--- src/rtl/gray3_packer.sv ---
module gray3_packer #(
  parameter int PIX_W = 8
) (
  input  logic             clk,
  input  logic             rst_n,
  input  logic             in_valid,
  output logic             in_ready,
  input  logic [PIX_W-1:0] in_pix,
  input  logic             in_sol,
  input  logic             in_eol,
  output logic             out_valid,
  input  logic             out_ready,
  output logic [7:0]       out_byte,
  output logic             out_eol,
  output logic             err
);
  localparam int LVL_MSB = PIX_W - 1;

  logic [1:0] cnt;
  logic [5:0] acc;
  logic [1:0] slot;
  logic [1:0] lvl;
  logic [2:0] code;
  logic       take;
  logic       broken;

  assign in_ready = ~out_valid | out_ready;
  assign take     = in_valid & in_ready;
  assign slot     = in_sol ? 2'd0 : cnt;
  assign lvl      = in_pix[LVL_MSB -: 2];
  assign broken   = (in_sol && cnt != 2'd0) || (in_eol && slot != 2'd2);

  always_comb begin
    case (lvl)
      2'd0:    code = 3'b111;
      2'd1:    code = 3'b100;
      2'd2:    code = 3'b010;
      default: code = 3'b000;
    endcase
  end

  always_ff @(posedge clk) begin
    if (!rst_n) begin
      cnt       <= 2'd0;
      acc       <= 6'd0;
      out_valid <= 1'b0;
      out_byte  <= 8'd0;
      out_eol   <= 1'b0;
      err       <= 1'b0;
    end else begin
      err <= 1'b0;
      if (out_valid && out_ready) out_valid <= 1'b0;
      if (take) begin
        err <= broken;
        case (slot)
          2'd0: acc <= {code, 3'b000};
          2'd1: acc <= {acc[5:3], code};
          default: begin
            out_byte  <= {acc, code[2:1]};
            out_valid <= 1'b1;
            out_eol   <= in_eol;
          end
        endcase
        if (in_eol || slot == 2'd2) cnt <= 2'd0;
        else                        cnt <= slot + 2'd1;
      end
    end
  end
endmodule

--- config.mk ---
export PLATFORM = sky130hd
export DESIGN_NAME = gray3_packer
export DESIGN_NICKNAME = d
export VERILOG_FILES = /design/src/rtl/gray3_packer.sv
export SDC_FILE = /design/constraint.sdc
export NUM_CORES = 1
export LEC_CHECK = 0
export ABC_AREA = 1
export BUFFER_PORTS_ARGS = -buffer_cell sky130_fd_sc_hd__buf_4
export CAP_MARGIN = 20
export CELL_PAD_IN_SITES_DETAIL_PLACEMENT = 2
export CELL_PAD_IN_SITES_GLOBAL_PLACEMENT = 2
export CORE_MARGIN = 2
export CORE_UTILIZATION = 27
export DETAILED_ROUTE_END_ITERATION = 8
export HOLD_SLACK_MARGIN = 0.05
export PLACE_DENSITY_LB_ADDON = 0.1
export SLEW_MARGIN = 15
export SYNTH_ARGS = -nofsm -noshare
export SYNTH_HDL_FRONTEND = slang
export SYNTH_SLANG_ARGS = --single-unit
export TNS_END_PERCENT = 30
--- constraint.sdc ---
create_clock -name clk -period 1.8 [get_ports clk]
set_input_delay 0.09 -clock clk [delete_from_list [all_inputs] [get_ports clk]]
set_output_delay 0.09 -clock clk [all_outputs]
set_load 0.005 [all_outputs]
# Yosys cells after proc, flatten, opt, wreduce, memory -nomap -nowiden
# Index checks and enable logic that the tools add are counted.
# W data, S select, Z words.
# op_classes
n_addsub	1
eq_ne	5
mux	7
bitwise	5
n_reduce_logical	14
# ops
cell	count
$pmux W6 S2	1
$pmux W3 S3	1
$reduce_and A2 Y1	3
$eq A2 B1 Y1 const B	2
$eq A2 B2 Y1 const B	2
$logic_not A2 Y1	2
$mux W2	2
$reduce_bool A2 Y1	2
$logic_and A1 B1 Y1	3
$mux W1	3
$not A1 Y1	3
$reduce_and A3 Y1	1
$add A2 B1 Y2 const B	1
$logic_or A1 B1 Y1	2
$ne A2 B2 Y1 const B	1
$reduce_or A2 Y1	1
$and A1 B1 Y1	1
$or A1 B1 Y1	1
# totals
register_bits	19
out_inout_bits	12
word_cells	39

# Depth between registers and ports, before layout
# Gate-level depths: netlist of run 1.
# logic_depth
word_depth	5
ltp_mapped	9
ltp_nobuf	9

# Worst setup path before layout of run 1
# Ideal clock, no wire load.
# synth_path
path_type	register to register
from	register cnt[0]
to	register err
arrival_time_ns	1.168
required_time_ns	1.730
path_slack_ns	0.562
path_stages_with_launch	7
period_less_slack_ns	1.238
cell_sequence	dfxtp_1 -> inv_1 -> nor2_1 -> inv_1 -> ha_1 -> or2_2 -> a21oi_1
# synth_between
elab_chain_cells	4
elab_cells_between_ends	6
cone_classes	1 x eq/ne; 1 x mux; 4 x reduce/logical
# synth_lines
item	line	rtl
start: declaration	19	logic [1:0] cnt;
start signal: assignment	65	else cnt <= slot + 2'd1;
$mux W2	29	assign slot = in_sol ? 2'd0 : cnt;
$ne A2 B2 Y1	31	assign broken = (in_sol && cnt != 2'd0) || (in_eol && slot != 2'd2);
$logic_and A1 B1 Y1	31	
$logic_or A1 B1 Y1 *	31	
end signal: assignment	54	err <= broken;
end: declaration	15	output logic err
# Every way passes the cells marked *; elsewhere a longest branch is shown, timed or not.
# A chain may end at the register's enable or synchronous reset.

# Final worst setup path of run 1
# Ends and elaborated chain as after synthesis.

==> results by group, run 1 <==
Run status
  – Outcome: finished, final reports clean

Yosys
  – Seq/Total Area, Yosys: 39.1%
  – Syn Nets: 151
  – Synth Instances: 133
  – Synth Register Bits: 19
  – Area leader, netlist: dfxtp_1
  – Dominant cells by area after synthesis: dfxtp_1, nor2_1, nand2_1
  – Post-synth cell types: 21
  – Cell area after synthesis: 973 um2
  – Post-synth top area share: 39.1%
  – Average size of a mapped cell: 7.32 um2
  – Synth warn: 0

Floorplan
  – Starting density of the core: 28.7%
  – Floorplan row count: 21
  – Die X: 64.0 um
  – Die ar.: 4100 um2
  – Placeable core area: 3390 um2
  – # IOs: 26
  – Die H: 64.0 um

Clock tree
  – H-tree level count: 1
  – Clock transition at path regs: 110 ps
  – Num Clock Sinks: 19
  – TritonCTS clock tree: done
  – CTS Buffer Depth: 2
  – Clock root buffer: clkbuf_4
  – CTS buffer count: 3
  – Post-CTS resize count: 0
  – Setup Buffers After CTS: 0
  – Post-CTS Hold Buffers: 0
  – Clk_lat worst skew: 290 ps

Cells and area
  – Area Growth Syn to Fin: 18.6%
  – Nets: 171
  – Util after Layout: 34.1%
  – Fin area: 1150 um2
  – Most common cell after layout, fill and taps aside: nor2_1
  – Filler instances: 416
  – # diodes: 0
  – Most frequent cells in the layout: nor2_1, nand2_1, buf_4
  – Share of layout cells above drive strength 1: 22.4%

Critical path
  – CP arrival: 1730 ps
  – CP Capture Type: flop
  – Crit Path Max Fanout: 3
  – Setup Crit Path Kind: flop to flop
  – Required time worst endpoint: 2030 ps
  – Critical Path Source Type: flop

Drt
  – Drt drc: 0
  – Vias post-DR: 837
  – Antenna viol nets, final: 0
  – Wire per inst: 12.1 um
  – Final wirelength: 2.39 mm
  – Pre-antenna DRT Iters: 4
  – Number of DRC markers in iteration 0: 17
  – Vias per inst: 4.23

GRT
  – Largest net degree at the start of global routing: 19
  – GR Overflow Total: 0
  – Global-route wire length before repair: 4.22 mm
  – Vias in the first global route: 857
  – Total Routing Usage GR: 13.3%
  – Antenna violations before repair: 0

STA
  – RSZ-0062 raised after global routing: false
  – Fin crit share: 83.6%
  – Setup violators final: 0
  – Min Tclk post-route: 1500 ps
  – Slew @ Worst Pin: 276 ps
  – Max Freq: 0.665 GHz
  – Setup TNS Final: 0 ps
  – Slew margin rel.: 81.5%
  – Final Hold Fails: 0
  – Clock Skews: 3.79 ps
  – Max-slew violations: 0

Placed design
  – Global placer's final weighted congestion: 0.676
  – IO buf count: 19
  – Area post-placement: 1130 um2
  – DP HPWL: 1.93 mm

Power and ir drop
  – P_leak: 0.561 nW
  – Worst vdd ir: 202 uV
  – Pwr Density: 662 nW/um2

Min path
  – HP Class: primary input to flop

Flow run
  – Max_cap viols: 0
## synth_stat cells
cell / count
a21oi_1: 1
a21oi_2: 1
buf_4: 1
buf_6: 4
dfxtp_1: 19
ha_1: 4
inv_1: 14
inv_2: 2
nand2_1: 27
nand2_2: 1
nand2_4: 3
nand3_1: 2
nand3_4: 1
nand4_1: 9
nor2_1: 37
nor2_2: 1
nor2_8: 1
nor3_1: 2
o21ai_0: 1
o21ai_1: 1
or2_2: 1
## critical path, cell delays in order (launching register included)
cell and delay (ps):
dfxtp_1 360, inv_1 60, nor2_1 230, inv_1 140, ha_1 240, or2_2 290
a21oi_1 130
## cells by family (layout without fill, tap and decap cells)
kind of cell	after synthesis	in the layout	synth area share (%)
compound gates	4	4	2.44
fa+ha+maj	4	4	5.14
buf+inv	21	40	11.6
flops	19	19	39.1
simple gates	85	85	41.8
## sequential cells by signal, summed over array words and instances, names as in the netlist
register and count:
acc 6, err 1, out_valid 1, out_byte 8, out_eol 1, cnt 2
## final cells by class
cell class / instances / area (um2) / area share [%]
inverters: 16 / 60.1 / 5.20
clock buffers: 4 / 26.3 / 2.28
multi-input cells: 93 / 480 / 41.6
repair buffers: 20 / 150 / 13.0
flip-flops and latches: 19 / 380 / 32.9
well taps: 46 / 57.6 / 4.98
## through the flow
| step | instances | setup slack, ps | power (mW) | hold WS, ps |
|---|---|---|---|---|
| global placement | 194 | 393 | 0.550 | 376 |
| detailed placement | 194 | 286 | 0.556 | 394 |
| global route | 198 | 110 | 0.829 | 82.4 |
| CTS | 198 | 265 | 0.789 | 59.5 |
| finish | 198 | 296 | 0.765 | 76.8 |
| floorplan | 133 | 562 | 0.521 | 248 |
## layer usage
layer	track usage, %	up-vias	wire length [um]
met5	0	-	0
met4	5.71	0	29
met3	2.46	2	92
met2	20.4	13	1100
met1	18.1	376	1170
li1	-	446	-
## report_power, final
group / internal [mW] / switching [mW] / leakage [nW]
Sequential: 0.434 / 0.00468 / 0.155
Clock: 0.0862 / 0.136 / 0.0150
Combinational: 0.0389 / 0.0645 / 0.391
## path summary, 6_finish.rpt
kind / from / cells after the start / to / slack (ps)
hold reg to reg: out_byte[1] / 2 / out_byte[1] / 500
setup / recovery: cnt[0] / 6 / err / 300
hold / removal: in_eol / 4 / cnt[1] / 80
setup reg to reg: cnt[0] / 6 / err / 300
Note: power is estimated with default switching activity, not from simulation.
==> inputs of run 2 (changes only) <==
ABC_AREA = 0   (was 1)
CORE_UTILIZATION = 26   (was 27)
clock period = 1.3 ns   (was 1.8 ns; I/O delays follow)
==> results by group, run 2 <==
STA
  – RSZ-0062 raised after global routing: false
  – Setup TNS Final: 0 ps (unchanged)
  – Fin crit share: 93.5% (+10 points)
  – Final Hold Fails: 0 (unchanged)
  – Max-slew violations: 0 (unchanged)
  – Setup violators final: 0 (unchanged)
  – Slew margin rel.: 82.3% (+0.72 points)
  – Worst setup margin: 83.9 ps (-212 ps)
  – Max Freq: 0.822 GHz (+24%)
  – Clock Skews: 3.52 ps (-0.263 ps)
  – Slew @ Worst Pin: 266 ps (-9.72 ps)
  – Min Tclk post-route: 1220 ps (-288 ps)

Clock tree
  – Clock transition at path regs: 110 ps (about the same)
  – Clk_lat worst skew: 290 ps (about the same)
  – Setup Buffers After CTS: 0 (unchanged)
  – Num Clock Sinks: 19 (unchanged)
  – TritonCTS clock tree: done
  – Clock root buffer: clkbuf_4
  – CTS buffer count: 3 (unchanged)
  – H-tree level count: 1 (unchanged)
  – CTS Buffer Depth: 2 (unchanged)

GRT
  – Largest net degree at the start of global routing: 27 (+8)
  – GR Overflow Total: 0 (unchanged)
  – Vias in the first global route: 721 (-16%)
  – Total Routing Usage GR: 10.4% (-2.9 points)
  – Global-route wire length before repair: 3.23 mm (-24%)
  – Antenna violations before repair: 0 (unchanged)

Cells and area
  – Nets: 132 (-23%)
  – Share of layout cells above drive strength 1: 30.1% (+7.7 points)
  – Max reg flops: 8 (unchanged)
  – Most flops, register: out_byte
  – Final Instance Count excl. Fillers: 159 (-20%)
  – Fin area: 1120 um2 (-3.4%)
  – # diodes: 0 (unchanged)
  – Most common cell after layout, fill and taps aside: buf_4
  – Most frequent cells in the layout: buf_4, nand2_1, dfxtp_1
  – Filler instances: 376 (-9.6%)
  – Area Growth Syn to Fin: 27.1%
  – Largest registers: out_byte x8, acc x6, cnt x2

Critical path
  – CP Capture Type: flop
  – Crit Path Max Fanout: 4 (+1)
  – Critical Path Source Type: flop
  – R2R Path Start: cnt[0]
  – CP arrival: 1410 ps (-320 ps)
  – R2R cell count: 4 (-2)
  – R2r endpoint: cnt[1]
  – Setup Crit Path Kind: flop to flop
  – Required time worst endpoint: 1490 ps (-540 ps)
  – R2r setup slk: 80 ps (-210 ps)

Yosys
  – Post-synthesis mux area share: 17.7% (+18 points)
  – Most frequent cells after synthesis: nand2_1, dfxtp_1, mux2i_1
  – Cell area after synthesis: 878 um2 (-9.8%)
  – Area leader, netlist: dfxtp_1
  – Post-Synth Adder-Cell Area: 5.70% (+0.56 points)
  – Syn Nets: 108 (-28%)
  – Synth Register Bits: 19 (unchanged)
  – Average size of a mapped cell: 9.76 um2 (+33%)
  – Seq/Total Area, Yosys: 43.3% (+4.2 points)
  – XOR/XNOR Fraction of Synth Area: 0% (unchanged)
  – Compound-Gate Fraction of Synth Area: 5.41% (+3.0 points)
  – Number of flops mapped to enable cells by yosys: 0 (unchanged)
  – Synth Instances: 90 (-32%)
  – Ys async rst share: 0% (unchanged)
  – Ys flop type: dfxtp_1
  – Synth warn: 0 (unchanged)
  – Count leader, synth: nand2_1
  – Post-synth cell types: 24 (+14%)
  – Post-synth top area share: 43.3% (+4.2 points)
  – Post-synthesis simple-gate area fraction: 22.2% (-20 points)
  – Dominant cells by area after synthesis: dfxtp_1, mux2i_1, nand2_1
  – Combinational family with the most area after synthesis: simple AND/OR/NAND/NOR gates

Floorplan
  – Die X: 62.1 um (-3.0%)
  – Placeable core area: 3280 um2 (-3.1%)
  – # IOs: 26 (unchanged)
  – Die ar.: 3860 um2 (-5.9%)
  – Floorplan row count: 21 (unchanged)
  – Starting density of the core: 26.7% (-2.0 points)
  – Die H: 62.1 um (-3.0%)

Drt
  – Metal-1 WL: 835 um (-29%)
  – Vias post-DR: 693 (-17%)
  – Drt drc: 0 (unchanged)
  – Antenna viol nets, final: 0 (unchanged)
  – Wire per inst: 11.6 um (-3.9%)
  – Pre-antenna DRT Iters: 2 (-2)
  – Number of DRC markers in iteration 0: 11 (-6)
  – Routed met3 length: 60 um (-35%)
  – DR WL met2: 936 um (-15%)
  – Vias per inst: 4.36 (+3.1%)
  – Top Layer Used: met4
  – Final wirelength: 1.84 mm (-23%)

Placed design
  – DP HPWL: 1.39 mm (-28%)
  – IO buf count: 19 (unchanged)
  – Area post-placement: 1060 um2 (-6.2%)
  – Inst Count DP: 153 (-21%)
  – Dpl ws: 57.0 ps (-229 ps)
  – Global placer's final weighted congestion: 0.685 (+1.3%)

Min path
  – WHS Path Cells: 4 (unchanged)
  – Hold_sp: in_pix[7]
  – HP Class: primary input to flop
  – WHS Endpoint: acc[0]

Flow run
  – Max_cap viols: 0 (unchanged)

Power and ir drop
  – Worst vdd ir: 300 uV (+48%)
  – Tot Pwr: 0.981 mW (+28%)
  – P_leak: 0.532 nW (-5.3%)
  – Pwr Density: 879 nW/um2 (+33%)

Run status
  – Outcome: finished, final reports clean
## run 2: cell count changes after synthesis, sizes merged, moves of 5 or more
cell	before	now
inv	16	2
mux2i	0	14
nand2	31	20
nand2b	0	5
nand4	9	0
nor2	39	3
## run 2: worst max-delay path by stage
stage              start     endpoint  slack (ps)  depth (start not counted)
3_5_place_dp      cnt[1]       cnt[1]          60                          6
4_1_cts           cnt[0]       acc[5]          30                          6
3_3_place_gp      cnt[1]       cnt[1]          90                          6
6_report          cnt[0]       cnt[1]          80                          4
5_1_grt           cnt[0]       cnt[1]           5                          5
2_1_floorplan  out_valid  out_byte[0]         150                          5
## run 2: metal layers
layer / GRT usage (%) / up-vias
met3: 3.08 / 2
met4: 4.17 / 0
met2: 17.5 / 9
met5: 0 / -
met1: 12.5 / 336
li1: - / 346
## run 2: final cells by class
class,count,area [um2],area share [%]
inverter,2,7.51,0.673
tap,46,57.6,5.16
timing repair buffer,24,185,16.6
sequential,19,382,34.2
clock buffer,4,26.3,2.35
multi-input combinational,64,458,41.0
## run 2: metrics by stage
step	util [%]	hold slack (ps)
detailed placement	32.2	358
global placement	32.2	350
global route	34.0	59.6
finish	34.0	54.8
CTS	33.6	53.0
floorplan	-	193
## run 2: logic make-up after synthesis
group,count (synthesis)
compound gates,7
fa+ha+maj,4
buf+inv,7
flops,19
mux,15
simple gates,38
## run 2: power by group
part	total, mW	internal (mW)	switching, mW	leakage [nW]
Clock	0.293	0.119	0.174	0.0150
Combinational	0.0922	0.0455	0.0467	0.362
Sequential	0.596	0.592	0.00370	0.154
## run 2: worst max-delay path, cell delays in order, from the launching register on
cell      delay [ps]
dfxtp_1          360
nand2b_1         130
ha_1             310
and4_1           150
o21a_1           170
## run 2: what timing repair did
item,CTS,global route
hold endpoints to repair,3,0
endpoints found under the setup margin,0,5
hold buffers,2,0
gates resized for setup,0,5
==> inputs of run 3 (changes only) <==
PLACE_DENSITY = 0.78   (was not set)
PLACE_DENSITY_LB_ADDON = not set   (was 0.1)
==> results by group, run 3 (synthesis results as in run 2) <==
Cells and area
  – Filler instances: 368 (-2.1%)
  – Nets: 135 (+2.3%)
  – Final Instance Count excl. Fillers: 162 (+1.9%)
  – Util after Layout: 34.9% (+0.91 points)
  – Largest registers: out_byte x8, acc x6, cnt x2
  – Max reg flops: 8 (unchanged)
  – Share of layout cells above drive strength 1: 28.4% (-1.6 points)
  – # diodes: 0 (unchanged)
  – Most frequent cells in the layout: buf_4, nand2_1, dfxtp_1
  – Area Growth Syn to Fin: 30.5%
  – Most common cell after layout, fill and taps aside: buf_4
  – Most flops, register: out_byte

Placed design
  – Global placer's final weighted congestion: 0.721 (+5.2%)
  – IO buf count: 19 (unchanged)
  – DP HPWL: 1.58 mm (+13%)
  – Inst Count DP: 153 (unchanged)

Power and ir drop
  – Pwr Density: 880 nW/um2 (+0.13%)
  – Worst vdd ir: 470 uV (+57%)
  – P_leak: 0.554 nW (+4.2%)
  – Switch Pwr: 0.250 mW (+11%)
  – Clk pwr share: 30.9% (+1.0 points)
  – Sw frac: 24.8% (+1.9 points)
  – Combinational fraction of design power: 9.9% (+0.5 points)
  – Power Internal: 0.759 mW (+0.29%)
  – Sequential power share: 59.2% (-1.5 points)

Clock tree
  – Num Clock Sinks: 19 (unchanged)
  – Clk_lat worst skew: 300 ps (about the same)
  – Clock root buffer: clkbuf_4
  – TritonCTS clock tree: done
  – CTS buffer count: 3 (unchanged)
  – Setup Buffers After CTS: 0 (unchanged)
  – Clock transition at path regs: 110 ps (about the same)
  – CTS Buffer Depth: 2 (unchanged)
  – H-tree level count: 1 (unchanged)

STA
  – Min Tclk post-route: 1190 ps (-29.0 ps)
  – Slew margin rel.: 82.1% (-0.15 points)
  – Clock Skews: 5.06 ps (+1.54 ps)
  – Max Freq: 0.842 GHz (+2.4%)
  – Max-slew violations: 0 (unchanged)
  – Final Hold Fails: 0 (unchanged)
  – Slew @ Worst Pin: 268 ps (+2.19 ps)
  – Fin crit share: 91.3% (-2.2 points)
  – Setup violators final: 0 (unchanged)
  – Setup TNS Final: 0 ps (unchanged)
  – RSZ-0062 raised after global routing: false
  – Worst hold margin: 129 ps (+74.5 ps)

Critical path
  – Crit Path Max Fanout: 6 (+2)
  – R2R cell count: 6 (+2)
  – CP Capture Type: primary output
  – CP peak stage delay: 350 ps (about the same)
  – Most frequent CP cell: buf_4
  – Worst path slowest cell: dfxtp_1
  – Cell Chain, Critical Path: nand2b_1 -> buf_4 -> buf_4
  – Critical Path Source Type: flop
  – Setup Crit Path Kind: flop to primary output
  – CP arrival: 1120 ps (-290 ps)
  – Required time worst endpoint: 1240 ps (-250 ps)

GRT
  – Vias in the first global route: 796 (+10%)
  – Largest net degree at the start of global routing: 27 (unchanged)
  – Antenna violations before repair: 0 (unchanged)
  – Total Routing Usage GR: 12.1% (+1.7 points)
  – Global-route wire length before repair: 3.74 mm (+16%)
  – GR Overflow Total: 0 (unchanged)

Drt
  – Final wirelength: 2.13 mm (+16%)
  – Drt drc: 0 (unchanged)
  – Vias per inst: 4.46 (+2.4%)
  – Antenna viol nets, final: 0 (unchanged)
  – Wire per inst: 13.2 um (+14%)
  – Pre-antenna DRT Iters: 3 (+1)
  – Vias post-DR: 723 (+4.3%)
  – Number of DRC markers in iteration 0: 20 (+9)

Min path
  – WHS Path Cells: 2 (-2)
  – HP Class: primary input to flop

Run status
  – Outcome: finished, final reports clean

Floorplan
  – Die ar.: 3860 um2 (unchanged)
  – Placeable core area: 3280 um2 (unchanged)
  – # IOs: 26 (unchanged)
  – Floorplan row count: 21 (unchanged)
  – Die H: 62.1 um (unchanged)
  – Starting density of the core: 26.7% (unchanged)
  – Die X: 62.1 um (unchanged)

Flow run
  – Max_cap viols: 0 (unchanged)
## run 3: cell types whose count changed in the layout (fill, tap and decap cells not counted), sizes merged
| cell | before | now |
|---|---|---|
| clkbuf | 4 | 3 |
| dlygate4sd3 | 2 | 5 |
| clkinv | 0 | 1 |
## run 3: worst paths after layout
kind,start,end,slack (ps)
worst min register to register,out_byte[7],out_byte[7],470
worst max-delay path,out_valid,in_ready,110
worst min-delay path,rst_n,cnt[0],130
worst max register to register,cnt[1],cnt[1],120
## run 3: through the flow
| step | area [um2] | power [mW] | setup slack (ps) |
|---|---|---|---|
| 2_1_floorplan | 878 | 0.662 | 154 |
| 3_3_place_gp | 1060 | 0.691 | 92.6 |
| 3_5_place_dp | 1060 | 0.698 | 70.8 |
| 4_1_cts | 1140 | 1.03 | 37.2 |
| 5_1_grt | 1150 | 1.07 | 4.11 |
| 6_report | 1150 | 1.01 | 113 |
## run 3: worst max-delay path, delay by kind of cell, from the launching register on
family	cells	cell delay [ps]
buffers and inverters	2	330
flip-flops	1	350
AND/OR/NAND/NOR	1	150
## run 3: layout make-up
type                    instances  area (um2)  share of cell area [%]
clock buffers                   3        22.5                    1.97
repair buffers                 27         215                    18.8
multi-input cells              64         455                    39.7
clock inverters                 1        5.00                   0.437
well taps                      46        57.6                    5.02
inverters                       2        7.51                   0.655
flip-flops and latches         19         383                    33.4
## run 3: repair_timing
action / CTS / global route
hold endpoints to repair: 8 / 0
hold buffers: 5 / 0
gates resized for setup: 0 / 3
setup endpoints to repair: 0 / 6
## run 3: power by group through the flow
stage | sequential, mW | combinational, mW | clock, mW
6_report | 0.598 | 0.0998 | 0.311
5_1_grt | 0.599 | 0.112 | 0.361
4_1_cts | 0.597 | 0.100 | 0.338
3_5_place_dp | 0.610 | 0.0880 | 0
3_3_place_gp | 0.609 | 0.0827 | 0
2_1_floorplan | 0.608 | 0.0534 | 0
## run 3: metal layers
metal  up-vias  wire, um  track usage, %
met5         -         0               0
met4         0         0            2.50
met3         0        94            3.99
met2        19      1140            22.4
met1       355       902            13.5
li1        349         -               -
